[src/rtl/dcr_pkg.sv]
package dcr_pkg;

  typedef enum logic [2:0] {
    ST_IDLE = 3'd0,
    ST_TRP  = 3'd1,
    ST_TRR  = 3'd2,
    ST_TRC  = 3'd3,
    ST_SELF = 3'd4
  } dcr_state_t;

  localparam logic [1:0] SEL_COUNT = 2'd0;
  localparam logic [1:0] SEL_CMP   = 2'd1;
  localparam logic [1:0] SEL_CTRL  = 2'd2;

endpackage

[src/rtl/dcr_prescaler.sv]
module dcr_prescaler #(
  parameter int unsigned SEL_W = 3
) (
  input  logic             clk,
  input  logic             rst_n,
  input  logic [SEL_W-1:0] sel,
  output logic             tick
);
  localparam int unsigned DIV_W = (1 << SEL_W) - 1;

  logic [DIV_W-1:0] div_q;

  // low-order mask of 'code' ones; code 0 gives an empty mask
  function automatic logic [DIV_W-1:0] sel_mask(input logic [SEL_W-1:0] code);
    logic [DIV_W:0] one;
    one = {{DIV_W{1'b0}}, 1'b1};
    sel_mask = DIV_W'((one << code) - one);
  endfunction

  always_ff @(posedge clk or negedge rst_n) begin
    if (!rst_n) div_q <= '0;
    else        div_q <= div_q + 1'b1;
  end

  logic [DIV_W-1:0] mask_w;
  assign mask_w = sel_mask(sel);
  assign tick   = (sel != '0) && ((div_q & mask_w) == mask_w);

endmodule

[src/rtl/dcr_counter.sv]
module dcr_counter #(
  parameter int unsigned CNT_W = 8
) (
  input  logic             clk,
  input  logic             rst_n,
  input  logic             tick,
  input  logic             wr_cnt,
  input  logic [CNT_W-1:0] wr_val,
  input  logic [CNT_W-1:0] cmp,
  output logic [CNT_W-1:0] count,
  output logic             match
);
  logic [CNT_W-1:0] count_q;

  function automatic logic [CNT_W-1:0] advance(input logic [CNT_W-1:0] c,
                                               input logic hit);
    advance = hit ? '0 : c + 1'b1;
  endfunction

  assign match = tick && !wr_cnt && (count_q == cmp);

  always_ff @(posedge clk or negedge rst_n) begin
    if (!rst_n)      count_q <= '0;
    else if (wr_cnt) count_q <= wr_val;
    else if (tick)   count_q <= advance(count_q, match);
  end

  assign count = count_q;

  AST_COUNT_HOLDS: assert property (@(posedge clk) disable iff (!rst_n)
    (!tick && !wr_cnt) |=> $stable(count_q));
  AST_CLEAR_ON_MATCH: assert property (@(posedge clk) disable iff (!rst_n)
    match |=> (count_q == '0));
  AST_WRITE_WINS: assert property (@(posedge clk) disable iff (!rst_n)
    wr_cnt |=> (count_q == $past(wr_val)));

endmodule

[src/rtl/dcr_strobe_fsm.sv]
module dcr_strobe_fsm
  import dcr_pkg::*;
#(
  parameter int unsigned WS_W = 2
) (
  input  logic            clk,
  input  logic            rst_n,
  input  logic            match,
  input  logic            req_allow,
  input  logic            sr_cmd,
  input  logic            ref_gnt,
  input  logic            long_pitch,
  input  logic [WS_W-1:0] ws_sel,
  output logic            ref_req,
  output logic            cas_n,
  output logic            ras_n
);
  dcr_state_t      state_q, state_d;
  logic [WS_W-1:0] wcnt_q;
  logic            req_q, cas_n_q, ras_n_q;
  logic            grant_take, cas_on, ras_on;
  logic [WS_W-1:0] n_waits;

  function automatic logic [WS_W-1:0] eff_waits(input logic lp,
                                                input logic [WS_W-1:0] w);
    eff_waits = lp ? w : '0;
  endfunction

  assign n_waits    = eff_waits(long_pitch, ws_sel);
  assign grant_take = (state_q == ST_IDLE) && req_q && ref_gnt && !sr_cmd;

  always_comb begin
    state_d = state_q;
    unique case (state_q)
      ST_IDLE: begin
        if (sr_cmd)          state_d = ST_SELF;
        else if (grant_take) state_d = ST_TRP;
      end
      ST_TRP:  state_d = ST_TRR;
      ST_TRR:  if (wcnt_q == n_waits) state_d = ST_TRC;
      ST_TRC:  state_d = ST_IDLE;
      ST_SELF: if (!sr_cmd) state_d = ST_TRC;
      default: state_d = ST_IDLE;
    endcase
  end

  assign cas_on = (state_q == ST_TRP) || (state_q == ST_TRR) ||
                  ((state_q == ST_SELF) && sr_cmd);
  assign ras_on = (state_q == ST_TRR) ||
                  ((state_q == ST_SELF) && sr_cmd && !cas_n_q);

  always_ff @(posedge clk or negedge rst_n) begin
    if (!rst_n) begin
      state_q <= ST_IDLE;
      wcnt_q  <= '0;
      req_q   <= 1'b0;
      cas_n_q <= 1'b1;
      ras_n_q <= 1'b1;
    end else begin
      state_q <= state_d;
      wcnt_q  <= (state_q == ST_TRR) ? wcnt_q + 1'b1 : '0;
      if (!req_allow)      req_q <= 1'b0;
      else if (match)      req_q <= 1'b1;
      else if (grant_take) req_q <= 1'b0;
      cas_n_q <= !cas_on;
      ras_n_q <= !ras_on;
    end
  end

  assign ref_req = req_q;
  assign cas_n   = cas_n_q;
  assign ras_n   = ras_n_q;

  AST_CAS_LEADS_RAS: assert property (@(posedge clk) disable iff (!rst_n)
    !ras_n_q |-> !cas_n_q);
  AST_GRANT_PRECHARGE: assert property (@(posedge clk) disable iff (!rst_n)
    grant_take |=> (cas_n_q && ras_n_q));
  AST_SELF_HOLD: assert property (@(posedge clk) disable iff (!rst_n)
    ((state_q == ST_SELF) && sr_cmd) |=> !cas_n_q);
  AST_NO_REQ_IN_SELF: assert property (@(posedge clk) disable iff (!rst_n)
    sr_cmd |=> !req_q);
  AST_SELF_EXIT_HIGH: assert property (@(posedge clk) disable iff (!rst_n)
    ((state_q == ST_SELF) && !sr_cmd) |=> (cas_n_q && ras_n_q));

endmodule

[src/rtl/dram_cbr_refresh.sv]
module dram_cbr_refresh
  import dcr_pkg::*;
#(
  parameter int unsigned CNT_W = 8,
  parameter int unsigned SEL_W = 3,
  parameter int unsigned WS_W  = 2
) (
  input  logic             clk,
  input  logic             rst_n,
  input  logic             wr_en,
  input  logic [1:0]       wr_sel,
  input  logic [CNT_W-1:0] wr_data,
  input  logic             ref_gnt,
  output logic             ref_req,
  output logic             cas_n,
  output logic             ras_n,
  output logic [CNT_W-1:0] count_o
);
  localparam int unsigned EN_BIT   = SEL_W;
  localparam int unsigned MODE_BIT = SEL_W + 1;
  localparam int unsigned WS_LSB   = SEL_W + 2;
  localparam int unsigned LP_BIT   = SEL_W + 2 + WS_W;

  logic [SEL_W-1:0] sel_q;
  logic [CNT_W-1:0] cmp_q;
  logic [WS_W-1:0]  ws_q;
  logic             en_q, mode_q, lp_q;
  logic             wr_cnt, tick, match, req_allow, sr_cmd;

  assign wr_cnt    = wr_en && (wr_sel == SEL_COUNT);
  assign req_allow = en_q && !mode_q;
  assign sr_cmd    = en_q && mode_q;

  always_ff @(posedge clk or negedge rst_n) begin
    if (!rst_n) begin
      sel_q  <= '0;
      cmp_q  <= '0;
      ws_q   <= '0;
      en_q   <= 1'b0;
      mode_q <= 1'b0;
      lp_q   <= 1'b0;
    end else if (wr_en) begin
      if (wr_sel == SEL_CMP) cmp_q <= wr_data;
      if (wr_sel == SEL_CTRL) begin
        sel_q  <= wr_data[SEL_W-1:0];
        en_q   <= wr_data[EN_BIT];
        mode_q <= wr_data[MODE_BIT];
        ws_q   <= wr_data[WS_LSB +: WS_W];
        lp_q   <= wr_data[LP_BIT];
      end
    end
  end

  dcr_prescaler #(.SEL_W(SEL_W)) u_pre (
    .clk  (clk),
    .rst_n(rst_n),
    .sel  (sel_q),
    .tick (tick)
  );

  dcr_counter #(.CNT_W(CNT_W)) u_cnt (
    .clk   (clk),
    .rst_n (rst_n),
    .tick  (tick),
    .wr_cnt(wr_cnt),
    .wr_val(wr_data),
    .cmp   (cmp_q),
    .count (count_o),
    .match (match)
  );

  dcr_strobe_fsm #(.WS_W(WS_W)) u_fsm (
    .clk       (clk),
    .rst_n     (rst_n),
    .match     (match),
    .req_allow (req_allow),
    .sr_cmd    (sr_cmd),
    .ref_gnt   (ref_gnt),
    .long_pitch(lp_q),
    .ws_sel    (ws_q),
    .ref_req   (ref_req),
    .cas_n     (cas_n),
    .ras_n     (ras_n)
  );

  AST_MATCH_REQUESTS: assert property (@(posedge clk) disable iff (!rst_n)
    (match && req_allow) |=> ref_req);
  AST_SEL_ZERO_NO_TICK: assert property (@(posedge clk) disable iff (!rst_n)
    (sel_q == '0) |-> !match);

endmodule

[config.mk]
export PLATFORM = sky130hd
export DESIGN_NAME = dram_cbr_refresh
export DESIGN_NICKNAME = d
export VERILOG_FILES = /design/src/rtl/dcr_pkg.sv /design/src/rtl/dcr_prescaler.sv /design/src/rtl/dcr_counter.sv /design/src/rtl/dcr_strobe_fsm.sv /design/src/rtl/dram_cbr_refresh.sv
export SDC_FILE = /design/constraint.sdc
export NUM_CORES = 1
export LEC_CHECK = 0
export CAP_MARGIN = 20
export CORE_UTILIZATION = 55
export CTS_CLUSTER_DIAMETER = 50
export CTS_CLUSTER_SIZE = 28
export DETAILED_ROUTE_END_ITERATION = 7
export DONT_BUFFER_PORTS = 1
export PLACE_DENSITY = 0.7
export SYNTH_ARGS = -nofsm -noshare
export SYNTH_HDL_FRONTEND = slang
export SYNTH_HIERARCHICAL = 1
export SYNTH_SLANG_ARGS = --single-unit
[constraint.sdc]
create_clock -name clk -period 3 [get_ports clk]
set_input_delay 0.45 -clock clk [delete_from_list [all_inputs] [get_ports clk]]
set_output_delay 0.45 -clock clk [all_outputs]
set_load 0.02 [all_outputs]
==> flow_summary.yaml, run 1 <==
yosys:
  synth_compound_gate_area_share_pct: 11.6
  synthCells: 175
  syn_area_per_cell_um2: 11.6
  synthAdderAreaFrac_pct: 1.85
  synth_top_family_by_area: "simple AND/OR/NAND/NOR gates"
  ys.flop_type: "dfrtp_1"
  ys_seq_area_share_pct: 48.1
  yosys.area.top_type: "dfrtp_1"
  synth_area_leaders: "dfrtp_1 (46%), mux2_2 (9.4%), xnor2_1 (6.9%)"
  synth-simple-area-share_pct: 18.0
  synth_seq_cells: 39
  synthArstFlopShare_pct: 100
  synthDistinctLibCells: 46
  ys_warn_count: 6
  synthesis.nets: 192
  synthMuxAreaShare_pct: 9.42
  yosysTopAreaCellShare_pct: 45.5
  synth-xor-area-share_pct: 8.62
  syn_area_um2: 2030
  synth-edff-count: 0
sta:
  slew_headroom_pct: 71.0
  rsz0062_at_grt: "false"
  setup-tns-final_ns: 0
  fmax_mhz: 358
  setup_violations: 0
  skew_ns: 0.00415
  finalCritPeriodShare_pct: 93.2
  hold_viol_final: 0
  tightest_slew_ns: 0.435
  min_period_ns: 2.79
  slew_viol_final: 0
floorplan:
  io_pins: 25
  placement_rows: 21
  dieArea_um2: 3940
  initial_core_util_pct: 59.1
  die_h_um: 62.8
  core-area_um2: 3440
  die_w_um: 62.8
power_and_ir_drop:
  powerDensity_nw_per_um2: 706
  sequentialPowerShare_pct: 51.4
  irDropWorstVdd_v: 0.000508
  p_int_mw: 1.05
  swShare_pct: 34.3
  switchingPower_mw: 0.547
  p_leak_nw: 0.947
  power_frac_comb_pct: 25.8
  power.clock.fraction_pct: 22.8
grt:
  grt_overflow_total: 0
  grt_pass1_wl_um: 6860
  antenna_found_initial: 0
  grt_max_degree: 40
  grt_usage_pct: 23.0
  grt_pass1_vias: 1419
worst_setup_path:
  cp_cell_sequence: "or3_4 > ha_2 > or4b_1 > a31oi_1 > nor4b_1 > buf_4 > and2b_4 > nand2_2 > nor3_4 > buf_12 > a2111oi_2"
  cp_top_family: "simple AND/OR/NAND/NOR gates"
  critPathBufInv: 2
  crit_type: "flop to flop"
  reg2reg_slack_ns: 0.21
  worst-path-max-fanout: 9
  crit_path_max_incr_delay_ns: 0.46
  worstSetupStartpointType: "flop"
  cp.arrival_ns: 2.99
  cp_slowest_cell: "dfrtp_2"
  endpoint_kind: "flop"
  required_ns: 3.19
drt:
  drt_iter0_drc: 64
  post-route-drc-count: 0
  drt_wl_total_um: 3980
  viasPerCell: 5.94
  wl_per_cell_um: 17.1
  postRouteAntennaNets: 0
  drt-pass1-iter-count: 4
  num_vias: 1385
cts:
  cts.sinks: 39
  numCtsBuffers: 5
  htreeDepth: 2
  clkTransAtPathRegs_ns: 0.07
  cts_tree: "yes"
  clk_latency_ns: 0.29
  cts.path.max_buffers: 2
  clock-root-buffer: "clkbuf_8"
hold_path:
  worstHoldPathType: "primary input to flop"
place:
  gp_congestion: 0.815
  place_inst: 221
  dpl_cell_area_um2: 2100
  dp_hpwl_um: 2840
  io_buffer_count: 0
finish:
  final_layout_size_suffix_gt1_share_pct: 26.2
  syn_to_final_growth_pct: 11.0
  mostFrequentLayoutCells: "dfrtp_1 (35), mux2_2 (17), xnor2_1 (16), nor2_1 (12), nand3_1 (8)"
  final_nets: 203
  final_common_cell: "dfrtp_1"
  final-instance-count-excl-fill: 233
  num_antenna_cells: 0
  postLayoutCellArea_um2: 2260
run:
  cap_violations: 0
run_status:
  status: "finished clean"
area by class of cell:
class,count,area (um^2)
multi-input combinational,126,1020
timing repair buffer,7,80.1
sequential,39,981
tap,46,57.6
clock inverter,1,5.00
fill,275,1190
clock buffer,7,86.3
inverter,7,26.3
path summary, 6_finish.rpt:
path                                 from              to  cells after the start
max                              sel_q[0]  u_cnt/count[4]                     11
min                            wr_data[4]  u_cnt/count[4]                      2
max reg2reg                      sel_q[0]  u_cnt/count[4]                     11
min reg2reg                u_pre/div_q[5]  u_pre/div_q[5]                      1
max in group asynchronous           rst_n     u_fsm/ras_n                      2
min in group asynchronous           rst_n  u_pre/div_q[1]                      2
cell usage after synthesis, drive strengths merged (2+ instances only):
cell type / count
dfrtp: 37
mux2: 17
xnor2: 16
nor2: 13
nand3: 8
inv: 7
nand2: 7
nand4: 6
a31oi: 4
and3: 4
o21ai: 4
xor2: 4
a211oi: 3
a21oi: 3
a22oi: 3
ha: 3
nor3: 3
nor3b: 3
o31ai: 3
a2111oi: 2
a21o: 2
and2b: 2
and4bb: 2
buf: 2
dfstp: 2
nand3b: 2
nor2b: 2
o211ai: 2
per-layer routing:
layer  GRT usage (%)  vias to the layer above  wire length [um]
li1                -                      659                 -
met1            28.0                      692              1730
met2            38.9                       28              2010
met3            7.85                        6               187
met4            6.10                        0                44
met5               0                        -                 0
cell families after synthesis:
logic type,count (synthesis)
multiplexers,17
flip-flops,39
AND/OR/NAND/NOR,57
AO/OA/AOI/OAI,29
adder cells (fa/ha/maj),3
buffers and inverters,10
XOR/XNOR,20
state kept, by name, indices dropped and copies added (netlist names):
| name | flops |
|---|---|
| cmp_q | 8 |
| u_cnt/count | 8 |
| u_pre/div_q | 7 |
| sel_q | 3 |
| u_fsm/state_q | 3 |
| u_fsm/wcnt_q | 2 |
| ws_q | 2 |
| en_q | 1 |
| lp_q | 1 |
| mode_q | 1 |
| u_fsm/cas_n | 1 |
| u_fsm/ras_n | 1 |
| u_fsm/ref_req | 1 |
through the flow:
stage / utilization, % / hold WS [ns] / setup slack, ns / power, mW
3_3_place_gp: 60.9 / 0.155 / 0.172 / 1.19
3_5_place_dp: 60.9 / 0.156 / 0.0749 / 1.22
2_1_floorplan: - / 0.154 / 0.356 / 1.12
6_report: 65.5 / 0.296 / 0.205 / 1.59
4_1_cts: 64.4 / 0.291 / 0.0314 / 1.59
5_1_grt: 65.5 / 0.283 / 0.0129 / 1.69
power groups by stage:
| stage | clock [mW] | combinational, mW | sequential (mW) |
|---|---|---|---|
| after global placement | 0 | 0.369 | 0.819 |
| final | 0.364 | 0.411 | 0.818 |
| after floorplan | 0 | 0.331 | 0.792 |
| after detailed placement | 0 | 0.385 | 0.830 |
| after global routing | 0.398 | 0.461 | 0.835 |
| after CTS | 0.371 | 0.403 | 0.820 |
what timing repair did:
item,in CTS,in global routing
hold buffers,2,0
buffers inserted,0,2
resized for setup,0,4
hold endpoints to repair,39,0
endpoints found under the setup margin,0,9
Power figures use the tool's default switching activity.
==> inputs of run 2 (changes only) <==
--- a/config.mk
+++ b/config.mk
@@ -6,12 +6,14 @@
 export NUM_CORES = 1
 export LEC_CHECK = 0
 export CAP_MARGIN = 20
-export CORE_UTILIZATION = 55
+export CELL_PAD_IN_SITES_DETAIL_PLACEMENT = 1
+export CELL_PAD_IN_SITES_GLOBAL_PLACEMENT = 1
+export CORE_UTILIZATION = 50
 export CTS_CLUSTER_DIAMETER = 50
 export CTS_CLUSTER_SIZE = 28
 export DETAILED_ROUTE_END_ITERATION = 7
 export DONT_BUFFER_PORTS = 1
-export PLACE_DENSITY = 0.7
+export PLACE_DENSITY_LB_ADDON = 0.1
 export SYNTH_ARGS = -nofsm -noshare
 export SYNTH_HDL_FRONTEND = slang
 export SYNTH_HIERARCHICAL = 1
==> run 2 against run 1 <==
  * Global-route usage is 0.75 points higher
  * Sequential share of layout area is 0.080 points lower
  * Cell area hardly changed
  * Clock-buffer cell count is 1 higher
  * Critical path depth is 1 lower
  * Critical path type unchanged
  * Utilization is 5.7 points lower
  * Maximum frequency hardly changed
  * Clock skew hardly changed
  * Power is 2.3% higher
==> flow_summary.yaml, run 2 (synthesis results as in run 1) <==
run_status:
  status: "finished clean"
drt:
  wl_per_cell_um: 19.0
  viasPerCell: 5.95
  post-route-drc-count: 0
  drt-pass1-iter-count: 4
  drt_iter0_drc: 55
  drt_wl_total_um: 4480
  postRouteAntennaNets: 0
  num_vias: 1405
sta:
  finalCritPeriodShare_pct: 93.2
  fmax_mhz: 358
  skew_ns: 0.00383
  slew_viol_final: 0
  setup_violations: 0
  slew_headroom_pct: 70.4
  tightest_slew_ns: 0.440
  hold_viol_final: 0
  min_period_ns: 2.79
cts:
  htreeDepth: 2
  cts_tree: "yes"
  cts.sinks: 39
  cts.path.max_buffers: 2
  clkTransAtPathRegs_ns: 0.07
  numCtsBuffers: 5
  clock-root-buffer: "clkbuf_8"
  post-cts-setup-buffer-count: 0
  clk_latency_ns: 0.29
floorplan:
  core-area_um2: 3770
  initial_core_util_pct: 53.9
  die_h_um: 65.8
  placement_rows: 22
  dieArea_um2: 4330
  io_pins: 25
  die_w_um: 65.8
worst_setup_path:
  reg2reg_depth: 10
  endpoint_kind: "flop"
  crit-reg2reg-launch: "sel_q[0]"
  endpoint: "u_cnt/count[7]"
  worstReg2RegEnd: "u_cnt/count[7]"
  crit_type: "flop to flop"
  worst-path-max-fanout: 9
  worstSetupStartpointType: "flop"
  cp.arrival_ns: 2.98
  required_ns: 3.19
  crit_start: "sel_q[0]"
  reg2reg_slack_ns: 0.21
place:
  dpl_cell_area_um2: 2120
  dp_hpwl_um: 3240
  gp_congestion: 0.846
  io_buffer_count: 0
finish:
  mostFrequentLayoutCells: "dfrtp_1 (36), mux2_2 (17), xnor2_1 (16), nor2_1 (12), nand3_1 (8)"
  utilization_pct: 59.9
  multi_input_area_um2: 1020
  syn_to_final_growth_pct: 11.0
  nFillCells: 390
  num_antenna_cells: 0
  postLayoutCellArea_um2: 2260
  final_common_cell: "dfrtp_1"
  final_nets: 204
  seq_area_um2: 980
  final_layout_size_suffix_gt1_share_pct: 25.5
grt:
  grt_usage_pct: 23.8
  grt_max_degree: 40
  grt_pass1_wl_um: 7510
  grt_pass1_vias: 1557
  grt_overflow_total: 0
  antenna_found_initial: 0
power_and_ir_drop:
  p_leak_nw: 0.951
  powerDensity_nw_per_um2: 722
  irDropWorstVdd_v: 0.000376
  finalPower_mw: 1.63
hold_path:
  worstHoldPathType: "primary input to flop"
run:
  cap_violations: 0
-- run 2: area by class of cell --
class | instances | area share [%]
clock buffers | 8 | 4.43
well taps | 48 | 2.66
flip-flops and latches | 39 | 43.4
multi-input cells | 126 | 45.0
repair buffers | 8 | 3.33
inverters | 7 | 1.16
-- run 2: worst max-delay path, cell delays in order, from the launching register on --
cell and delay, ns:
dfrtp_2 0.45, or3_1 0.36, ha_2 0.25, or4b_1 0.49
a31oi_1 0.23, nor4b_2 0.08, buf_4 0.17, and3_2 0.22
nand4_1 0.10, xor2_1 0.08, a211oi_1 0.26
-- run 2: layer usage --
metal	track usage (%)	vias to the layer above	wire (um)
li1	-	660	-
met1	28.9	706	1940
met2	39.5	30	2240
met3	6.03	9	204
met4	10.3	0	99
met5	0	-	0
-- run 2: worst min-delay path by stage --
stage,start,endpoint,depth (start not counted)
detailed placement,rst_n,u_pre/div_q[5],0
finish,wr_data[1],cmp_q[1],1
global route,wr_data[1],cmp_q[1],1
CTS,rst_n,sel_q[2],1
global placement,rst_n,sel_q[2],0
floorplan,rst_n,cmp_q[0],0
-- run 2: metrics by stage --
stage | hold WS [ns] | setup slack, ns | cells | setup TNS [ns]
after CTS | 0.00165 | 0.0860 | 235 | 0
after global placement | 0.155 | 0.307 | 226 | 0
after detailed placement | 0.156 | 0.164 | 226 | 0
after global routing | 0.290 | -0.0110 | 236 | -0.0110
final | 0.307 | 0.205 | 236 | 0
after floorplan | 0.154 | 0.356 | 175 | 0
-- run 2: what timing repair did --
action                                  in CTS  in global routing
gates resized for setup                      0                  3
endpoints found under the setup margin       0                  7
hold endpoints to repair                    39                  1
hold buffers                                 1                  1
-- run 2: report_power, final --
| group | total, mW | switching [mW] | internal [mW] |
|---|---|---|---|
| clock | 0.382 | 0.172 | 0.210 |
| sequential | 0.816 | 0.175 | 0.642 |
| combinational | 0.431 | 0.213 | 0.218 |
